### src/rtl/cmt_pkg.sv
package cmt_pkg;
    localparam int CNT_W        = 16;
    localparam int REG_W        = 8;
    localparam int ADDR_W       = 4;
    localparam int DIV_LOG2_MAX = 6;
    localparam int PS_W         = DIV_LOG2_MAX;
    localparam int NFLAG        = 2;

    localparam logic [ADDR_W-1:0] OFF_CTRL   = 4'd0;
    localparam logic [ADDR_W-1:0] OFF_MODE   = 4'd1;
    localparam logic [ADDR_W-1:0] OFF_PINCTL = 4'd2;
    localparam logic [ADDR_W-1:0] OFF_IEN    = 4'd4;
    localparam logic [ADDR_W-1:0] OFF_STAT   = 4'd5;
    localparam logic [ADDR_W-1:0] OFF_CNT    = 4'd6;
    localparam logic [ADDR_W-1:0] OFF_CMPA   = 4'd8;

    localparam int FLG_CMP = 0;
    localparam int FLG_OVF = 4;
    localparam logic [2:0] CLR_ON_CMPA = 3'd1;

    typedef enum logic [1:0] {EDGE_RISE = 2'd0, EDGE_FALL = 2'd1,
                              EDGE_BOTH = 2'd2, EDGE_BOTH2 = 2'd3} edge_e;
    typedef enum logic [1:0] {ACT_HOLD = 2'd0, ACT_CLR = 2'd1,
                              ACT_SET = 2'd2, ACT_TGL = 2'd3} act_e;

    typedef struct packed {
        logic [2:0] clr_sel;
        edge_e      edge_sel;
        logic [2:0] div_sel;
    } ctrl_t;

    typedef struct packed {
        logic       capture;
        logic [1:0] cap_edges;   // bit0 rising, bit1 falling
        logic       init_valid;
        logic       init_lvl;
        act_e       act;
    } pin_cfg_t;

    function automatic pin_cfg_t decode_pin(input logic [3:0] code);
        pin_cfg_t c;
        c = '0;
        if (!code[3]) begin
            c.act        = act_e'(code[1:0]);
            c.init_valid = (code[1:0] != 2'd0);
            c.init_lvl   = code[2];
        end else begin
            c.capture = 1'b1;
            case (code[2:0])
                3'd0:    c.cap_edges = 2'b01;
                3'd1:    c.cap_edges = 2'b10;
                3'd2:    c.cap_edges = 2'b11;
                default: c.cap_edges = 2'b00;
            endcase
        end
        return c;
    endfunction

    function automatic logic pin_next(input act_e a, input logic cur);
        case (a)
            ACT_CLR: return 1'b0;
            ACT_SET: return 1'b1;
            ACT_TGL: return ~cur;
            default: return cur;
        endcase
    endfunction

    // Tick when the selected divided-clock bit makes the chosen transition.
    function automatic logic tick_fn(input logic [2:0] div, input edge_e e,
                                     input logic [PS_W-1:0] ph);
        int b;
        logic [PS_W-1:0] full_m, half_m;
        if (div == 3'd0) return 1'b1;
        if (div > 3'd3)  return 1'b0;
        b      = 2 * int'(div) - 1;
        full_m = PS_W'((1 << (b + 1)) - 1);
        half_m = PS_W'((1 << b) - 1);
        case (e)
            EDGE_RISE: return (ph & full_m) == half_m;
            EDGE_FALL: return (ph & full_m) == full_m;
            default:   return (ph & half_m) == half_m;
        endcase
    endfunction
endpackage

### src/rtl/cmt_prescale.sv
module cmt_prescale import cmt_pkg::*; #(
    parameter int PW = PS_W
) (
    input  logic       clk,
    input  logic       rst,
    input  logic       run,
    input  logic [2:0] div_sel,
    input  edge_e      edge_sel,
    output logic       tick
);
    logic [PW-1:0] phase;

    always_ff @(posedge clk) begin
        if (rst || !run) phase <= '0;
        else             phase <= phase + 1'b1;
    end

    assign tick = run && tick_fn(div_sel, edge_sel, phase);

    AST_DIV_NO_BACK_TO_BACK: assert property (@(posedge clk) disable iff (rst)
        (tick && div_sel != 3'd0) |=> (!tick || !$stable(div_sel) || !$stable(edge_sel)));
endmodule

### src/rtl/cmt_counter.sv
module cmt_counter import cmt_pkg::*; #(
    parameter int W = CNT_W
) (
    input  logic         clk,
    input  logic         rst,
    input  logic         tick,
    input  logic         count_en,
    input  logic         cmp_mode,
    input  logic         clr_on_a,
    input  logic         wr_cnt,
    input  logic [W-1:0] wdata,
    input  logic [W-1:0] cmpa,
    output logic [W-1:0] cnt,
    output logic         match_evt,
    output logic         ovf_evt
);
    logic adv, wrap;

    assign adv       = tick && count_en;
    assign match_evt = adv && cmp_mode && (cnt == cmpa);
    assign wrap      = match_evt && clr_on_a;
    assign ovf_evt   = adv && !wrap && (&cnt);

    always_ff @(posedge clk) begin
        if (rst)         cnt <= '0;
        else if (wr_cnt) cnt <= wdata;
        else if (wrap)   cnt <= '0;
        else if (adv)    cnt <= cnt + 1'b1;
    end

    AST_WRAP_TO_ZERO: assert property (@(posedge clk) disable iff (rst)
        (match_evt && clr_on_a && !wr_cnt) |=> (cnt == '0));
    AST_HOLD_WITHOUT_TICK: assert property (@(posedge clk) disable iff (rst)
        (!(tick && count_en) && !wr_cnt) |=> $stable(cnt));
    AST_BUS_WRITE_WINS: assert property (@(posedge clk) disable iff (rst)
        wr_cnt |=> (cnt == $past(wdata)));
endmodule

### src/rtl/cmt_capture.sv
module cmt_capture (
    input  logic clk,
    input  logic rst,
    input  logic pin,
    input  logic rise_en,
    input  logic fall_en,
    output logic cap_evt
);
    logic [2:0] sh;   // two synchronizer stages plus previous sample

    always_ff @(posedge clk) begin
        if (rst) sh <= '0;
        else     sh <= {sh[1:0], pin};
    end

    assign cap_evt = (rise_en && sh[1] && !sh[2]) || (fall_en && !sh[1] && sh[2]);

    AST_ONE_CAPTURE_PER_EDGE: assert property (@(posedge clk) disable iff (rst)
        cap_evt |=> !cap_evt);
endmodule

### src/rtl/cmp_timer_chan.sv
module cmp_timer_chan import cmt_pkg::*; (
    input  logic              clk,
    input  logic              rst,
    input  logic              run_en,
    input  logic              bus_wr,
    input  logic              bus_rd,
    input  logic [ADDR_W-1:0] bus_addr,
    input  logic [CNT_W-1:0]  bus_wdata,
    output logic [CNT_W-1:0]  bus_rdata,
    input  logic              cap_in,
    output logic              cmp_out,
    output logic              irq
);
    localparam int FLAG_POS [NFLAG] = '{FLG_CMP, FLG_OVF};

    ctrl_t            ctrl_q;
    logic [REG_W-1:0] mode_q, pinctl_q, ien_q, stat_byte;
    logic [CNT_W-1:0] cmpa_q, cnt;
    logic             pin_q, tick, match_evt, ovf_evt, cap_evt;
    pin_cfg_t         pin_cfg, new_cfg;
    logic [NFLAG-1:0] flag_q, flag_set, ien_bits;

    logic ctrl_wr, mode_wr, pinctl_wr, ien_wr, stat_wr, stat_rd, cnt_wr, cmpa_wr;
    assign ctrl_wr   = bus_wr && bus_addr == OFF_CTRL;
    assign mode_wr   = bus_wr && bus_addr == OFF_MODE;
    assign pinctl_wr = bus_wr && bus_addr == OFF_PINCTL;
    assign ien_wr    = bus_wr && bus_addr == OFF_IEN;
    assign stat_wr   = bus_wr && bus_addr == OFF_STAT;
    assign cnt_wr    = bus_wr && bus_addr == OFF_CNT;
    assign cmpa_wr   = bus_wr && bus_addr == OFF_CMPA;
    assign stat_rd   = bus_rd && bus_addr == OFF_STAT;

    assign pin_cfg = decode_pin(pinctl_q[3:0]);
    assign new_cfg = decode_pin(bus_wdata[3:0]);

    always_ff @(posedge clk) begin
        if (rst) begin
            ctrl_q   <= '0;
            mode_q   <= '0;
            pinctl_q <= '0;
            ien_q    <= '0;
            cmpa_q   <= '0;
        end else begin
            if (ctrl_wr)      ctrl_q   <= ctrl_t'(bus_wdata[REG_W-1:0]);
            if (mode_wr)      mode_q   <= bus_wdata[REG_W-1:0];
            if (pinctl_wr)    pinctl_q <= bus_wdata[REG_W-1:0];
            if (ien_wr)       ien_q    <= bus_wdata[REG_W-1:0];
            if (cmpa_wr)      cmpa_q   <= bus_wdata;
            else if (cap_evt) cmpa_q   <= cnt;
        end
    end

    cmt_prescale u_pre (
        .clk(clk), .rst(rst), .run(run_en),
        .div_sel(ctrl_q.div_sel), .edge_sel(ctrl_q.edge_sel), .tick(tick)
    );

    cmt_counter u_cnt (
        .clk(clk), .rst(rst), .tick(tick), .count_en(mode_q == '0),
        .cmp_mode(!pin_cfg.capture), .clr_on_a(ctrl_q.clr_sel == CLR_ON_CMPA),
        .wr_cnt(cnt_wr), .wdata(bus_wdata), .cmpa(cmpa_q),
        .cnt(cnt), .match_evt(match_evt), .ovf_evt(ovf_evt)
    );

    cmt_capture u_cap (
        .clk(clk), .rst(rst), .pin(cap_in),
        .rise_en(pin_cfg.capture && pin_cfg.cap_edges[0]),
        .fall_en(pin_cfg.capture && pin_cfg.cap_edges[1]),
        .cap_evt(cap_evt)
    );

    assign flag_set = {ovf_evt, match_evt || cap_evt};

    for (genvar g = 0; g < NFLAG; g++) begin : g_flag
        logic f_q, armed_q;
        always_ff @(posedge clk) begin
            if (rst) begin
                f_q     <= 1'b0;
                armed_q <= 1'b0;
            end else begin
                if (flag_set[g])
                    f_q <= 1'b1;
                else if (stat_wr && armed_q && !bus_wdata[FLAG_POS[g]])
                    f_q <= 1'b0;
                if (stat_wr)               armed_q <= 1'b0;
                else if (stat_rd && f_q)   armed_q <= 1'b1;
            end
        end
        assign flag_q[g]   = f_q;
        assign ien_bits[g] = ien_q[FLAG_POS[g]];
    end

    assign irq = |(flag_q & ien_bits);

    always_ff @(posedge clk) begin
        if (rst)
            pin_q <= 1'b0;
        else if (pinctl_wr) begin
            if (!new_cfg.capture && new_cfg.init_valid) pin_q <= new_cfg.init_lvl;
        end else if (match_evt)
            pin_q <= pin_next(pin_cfg.act, pin_q);
    end
    assign cmp_out = pin_q;

    always_comb begin
        stat_byte = '0;
        for (int i = 0; i < NFLAG; i++) stat_byte[FLAG_POS[i]] = flag_q[i];
        case (bus_addr)
            OFF_CTRL:   bus_rdata = {8'h00, ctrl_q};
            OFF_MODE:   bus_rdata = {8'h00, mode_q};
            OFF_PINCTL: bus_rdata = {8'h00, pinctl_q};
            OFF_IEN:    bus_rdata = {8'h00, ien_q};
            OFF_STAT:   bus_rdata = {8'h00, stat_byte};
            OFF_CNT:    bus_rdata = cnt;
            OFF_CMPA:   bus_rdata = cmpa_q;
            default:    bus_rdata = '0;
        endcase
    end

    AST_WRITE_ONE_KEEPS_FLAG: assert property (@(posedge clk) disable iff (rst)
        (stat_wr && bus_wdata[FLG_CMP] && flag_q[0]) |=> flag_q[0]);
    AST_FLAG_FALLS_ONLY_ON_WRITE: assert property (@(posedge clk) disable iff (rst)
        $fell(flag_q[0]) |-> $past(stat_wr));
    AST_IRQ_NEEDS_FLAG: assert property (@(posedge clk) disable iff (rst)
        irq |-> (flag_q != '0));
    AST_PIN_STILL_IN_CAPTURE: assert property (@(posedge clk) disable iff (rst)
        (pin_cfg.capture && !pinctl_wr) |=> $stable(pin_q));
    AST_CAPTURE_LOADS_CMPA: assert property (@(posedge clk) disable iff (rst)
        (cap_evt && !cmpa_wr) |=> (cmpa_q == $past(cnt)));
    AST_NO_RW_OVERLAP: assert property (@(posedge clk) disable iff (rst)
        !(bus_wr && bus_rd));
endmodule

### config.mk
export PLATFORM = sky130hd
export DESIGN_NAME = cmp_timer_chan
export DESIGN_NICKNAME = d
export VERILOG_FILES = /design/src/rtl/cmt_pkg.sv /design/src/rtl/cmt_prescale.sv /design/src/rtl/cmt_counter.sv /design/src/rtl/cmt_capture.sv /design/src/rtl/cmp_timer_chan.sv
export SDC_FILE = /design/constraint.sdc
export NUM_CORES = 1
export LEC_CHECK = 0
export BUFFER_PORTS_ARGS = -buffer_cell sky130_fd_sc_hd__buf_2
export CAP_MARGIN = 20
export CORE_ASPECT_RATIO = 0.75
export CORE_MARGIN = 1
export CORE_UTILIZATION = 50
export DETAILED_ROUTE_END_ITERATION = 6
export GPL_TIMING_DRIVEN = 0
export PLACE_DENSITY = 0.8
export SLEW_MARGIN = 5
export SYNTH_ARGS = -nofsm -noshare
export SYNTH_HDL_FRONTEND = slang
export SYNTH_SLANG_ARGS = --single-unit
### constraint.sdc
create_clock -name clk -period 8.55 [get_ports clk]
set_clock_uncertainty 0.1 [all_clocks]
set_input_delay 0.855 -clock clk [delete_from_list [all_inputs] [get_ports clk]]
set_output_delay 0.855 -clock clk [all_outputs]
set_load 0.02 [all_outputs]
==> impl_metrics.tcl <==
set metrics [dict create \
    cts.sinks 78 \
    cts_buffers 9 \
    status "finished clean" \
    design.die.area_sq_um 10100 \
    hold_path.class "flip-flop to flip-flop" \
    fin_crit_sh_pct 50.6 \
    required_ns 8.70 \
    cap_violations 0 \
    r2r_end "u_cnt.cnt[7]$_SDFFE_PP0P_" \
    cp_common_cell "ha_1" \
    startpoint "ctrl_q[1]$_SDFFE_PP0P_" \
    nets 690 \
    max_slew_margin_pct 32.3 \
    synth_seq_area_share_pct 32.3 \
    cts_resized 0 \
    synth_area_sq_um 4830 \
    maxSlewViolCount 0 \
    postLayoutCoreUtil_pct 59.8 \
    synth_area_per_cell_sq_um 7.98 \
    ys_seq_elements 78 \
    grt_pass1_wl_mm 23.5 \
    dp_hpwl_mm 11.1 \
    cp_slowest_cell "or4_1" \
    r2r_cells 14 \
    htree_levels 3 \
    synth-async-reset-ratio_pct 0 \
    cts_hold_buf 0 \
    fillers 823 \
    fin_hold_ws_ns 0.341 \
    synth_cells 606 \
    ant_nets 0 \
    drive_above_1_share_pct 12.3 \
    min_period_ns 4.33 \
    crit_chain "buf_6, nor2_1, ha_1, inv_1, ha_1, or3b_2, ha_1, xor2_1, mux2i_1, and4bb_4, a21boi_2, buf_6, or4_1, a31oi_1" \
    grt_pass1_vias 4331 \
    viasPerCell 6.35 \
    worstMarginPinSlew_ns 1.01 \
    wl_mm 15.3 \
    rr_startpoint "ctrl_q[1]$_SDFFE_PP0P_" \
    wl_per_cell_um 19.4 \
    core_area_sq_um 9200 \
    hold_viol 0 \
    ios 44 \
    fmax_ghz 0.231 \
    rows 30 \
    area_delta_synth_final_pct 13.7 \
    slowest_delay_ns 0.53 \
    insertion_delay_ns 0.35 \
    pwr_density_cell_nw_per_um2 158 \
    ir_worst_vdd_mv 0.158 \
    cts.reportedPaths.clkPinSlew_ns 0.07 \
    endpoint "u_cnt.cnt[7]$_SDFFE_PP0P_" \
    synth_edf_count 0 \
    critPathLaunchType "flip-flop" \
    rsz0062_at_grt "false" \
    synth_cell_types 63 \
    floorplan.initialDensity_pct 52.6 \
    crit_fanout 10 \
    syn_nets 640 \
    io_buffers 39 \
    r2r_setup_slack_ns 4.22 \
    cts_buffer_depth 2 \
    gp_congestion 0.957 \
    first_pass_iters 6 \
    root_buffer "clkbuf_16" \
    yosysWarnings 0 \
    die_h_um 87.1 \
    finalSetupViolations 0 \
    diodes 0 \
    stdcell_count 789 \
    drtIter0Drc 681 \
    post_cts.repair.setup_buffers 0 \
    p_leak_uw 0.00221 \
    fin_setup_tns_ns 0 \
    tritoncts "done" \
    grt_remaining_overflow 0 \
    worst-setup-path-type "flip-flop to flip-flop" \
    dp_cells 773 \
    grt_max_degree 16 \
    cp.arrival_ns 4.48 \
    die_x_um 116 \
    grt_usage_pct 30.9 \
    synth_flop_cell "dfxtp_1" \
    drc 0 \
    routed-via-count 5007 \
    end_kind "flip-flop" \
    antenna_found_initial 0 \
]
-- where the power goes --
group          switching (uW)  total [uW]  leakage [uW]  internal, uW
clock network             167         397      0.000140           230
registers                8.96         380      0.000631           371
logic                    61.9        91.8       0.00144          29.9
total                     238         869       0.00221           631
-- worst min-delay path by stage --
| stage | startpoint | to | slack (ns) | depth (start not counted) |
|---|---|---|---|---|
| 3_5_place_dp | u_cap.sh[0]$_SDFF_PP0_ | u_cap.sh[1]$_SDFF_PP0_ | 0.33 | 1 |
| 3_3_place_gp | u_cap.sh[0]$_SDFF_PP0_ | u_cap.sh[1]$_SDFF_PP0_ | 0.32 | 1 |
| 5_1_grt | u_cap.sh[0]$_SDFF_PP0_ | u_cap.sh[1]$_SDFF_PP0_ | 0.36 | 1 |
| 2_1_floorplan | u_cap.sh[0]$_SDFF_PP0_ | u_cap.sh[1]$_SDFF_PP0_ | 0.31 | 1 |
| 4_1_cts | u_cap.sh[0]$_SDFF_PP0_ | u_cap.sh[1]$_SDFF_PP0_ | 0.34 | 1 |
| 6_report | u_cap.sh[0]$_SDFF_PP0_ | u_cap.sh[1]$_SDFF_PP0_ | 0.34 | 1 |
-- metrics by stage --
step                area [sq um]  worst slack, ns  total power, uW
detailed placement          5190             4.37              476
floorplan                   4830             4.83              442
finish                      5500             4.22              869
global route                5500             4.04              889
CTS                         5500             4.30              865
global placement            5190             4.44              473
-- synth_stat cells (all sizes together) (13+ instances only) --
cell	number	area share (%)
dfxtp	78	32
nor2	71	5.5
nand2	64	5.0
nand3	37	3.8
clkbuf	35	2.7
mux2i	34	7.0
a21oi	29	3.0
a211oi	21	3.4
o21ai	17	1.8
a31oi	16	2.1
xor2	15	2.7
nand2b	14	1.8
buf	13	1.9
nor3	13	1.6
-- cell type report --
cell class / instances / area (sq um) / area share (%)
inverters: 9 / 33.8 / 0.615
repair buffers: 39 / 195 / 3.55
flip-flops and latches: 78 / 1560 / 28.4
multi-input cells: 471 / 3020 / 54.9
plain buffers: 48 / 223 / 4.05
clock inverters: 7 / 81.3 / 1.48
clock buffers: 9 / 225 / 4.10
well taps: 128 / 160 / 2.91
-- state kept, by name (all words and copies together) (netlist names), 3 cells and up --
| name | count |
|---|---|
| cmpa_q | 16 |
| ctrl_q | 8 |
| ien_q | 8 |
| mode_q | 8 |
| pinctl_q | 8 |
| u_cap.sh | 3 |
| u_cnt.cnt | 16 |
| u_pre.phase | 6 |
-- cell families (layout without fill, tap and decap cells) --
| family | count (synthesis) | in the layout | share of synthesized area (%) |
|---|---|---|---|
| flip-flops | 78 | 78 | 32.3 |
| AND/OR/NAND/NOR | 266 | 266 | 28.4 |
| XOR/XNOR | 25 | 25 | 4.53 |
| multiplexers | 35 | 35 | 7.27 |
| AO/OA/AOI/OAI | 137 | 137 | 20.1 |
| adder cells (fa/ha/maj) | 8 | 8 | 2.07 |
| buffers and inverters | 57 | 112 | 5.31 |
-- metal layers --
layer / vias up / global-route usage, % / share of wire, %
met1: 2366 / 43.9 / 44
met5: - / 0 / 0
met3: 38 / 8.07 / 11
met2: 310 / 44.4 / 42
li1: 2293 / - / -
met4: 0 / 12.2 / 2.8
-- cell usage in the layout (no fill, tap or decap), types with 6 or more instances in the layout --
master      n
xor2_1     15
clkbuf_16   9
and3_1      7
nand3b_1    9
clkbuf_1   34
a22o_1      9
o31ai_1     6
a211oi_1   20
xnor2_1    10
buf_2      45
a22oi_1    10
nand2_1    64
inv_1       9
mux2i_1    34
nand3_1    37
o21ai_0    13
or3_1       6
nand2b_1   14
dfxtp_1    78
ha_1        8
nor2_1     71
nor4_1      8
a221oi_1    6
nor3_1     11
a31oi_1    16
nor2b_1    10
a21oi_1    29
-- critical path, delay by kind of cell, from the launching register on --
family	cells	cell delay (ns)
buffers and inverters	3	0.42
AOI/OAI and AO/OA	2	0.32
xor gates and xnor gates	1	0.27
and+or+nand+nor	4	1.38
muxes	1	0.31
DFF	1	0.39
adders and majority gates	3	1.06
(Power assumes the default switching activity.)
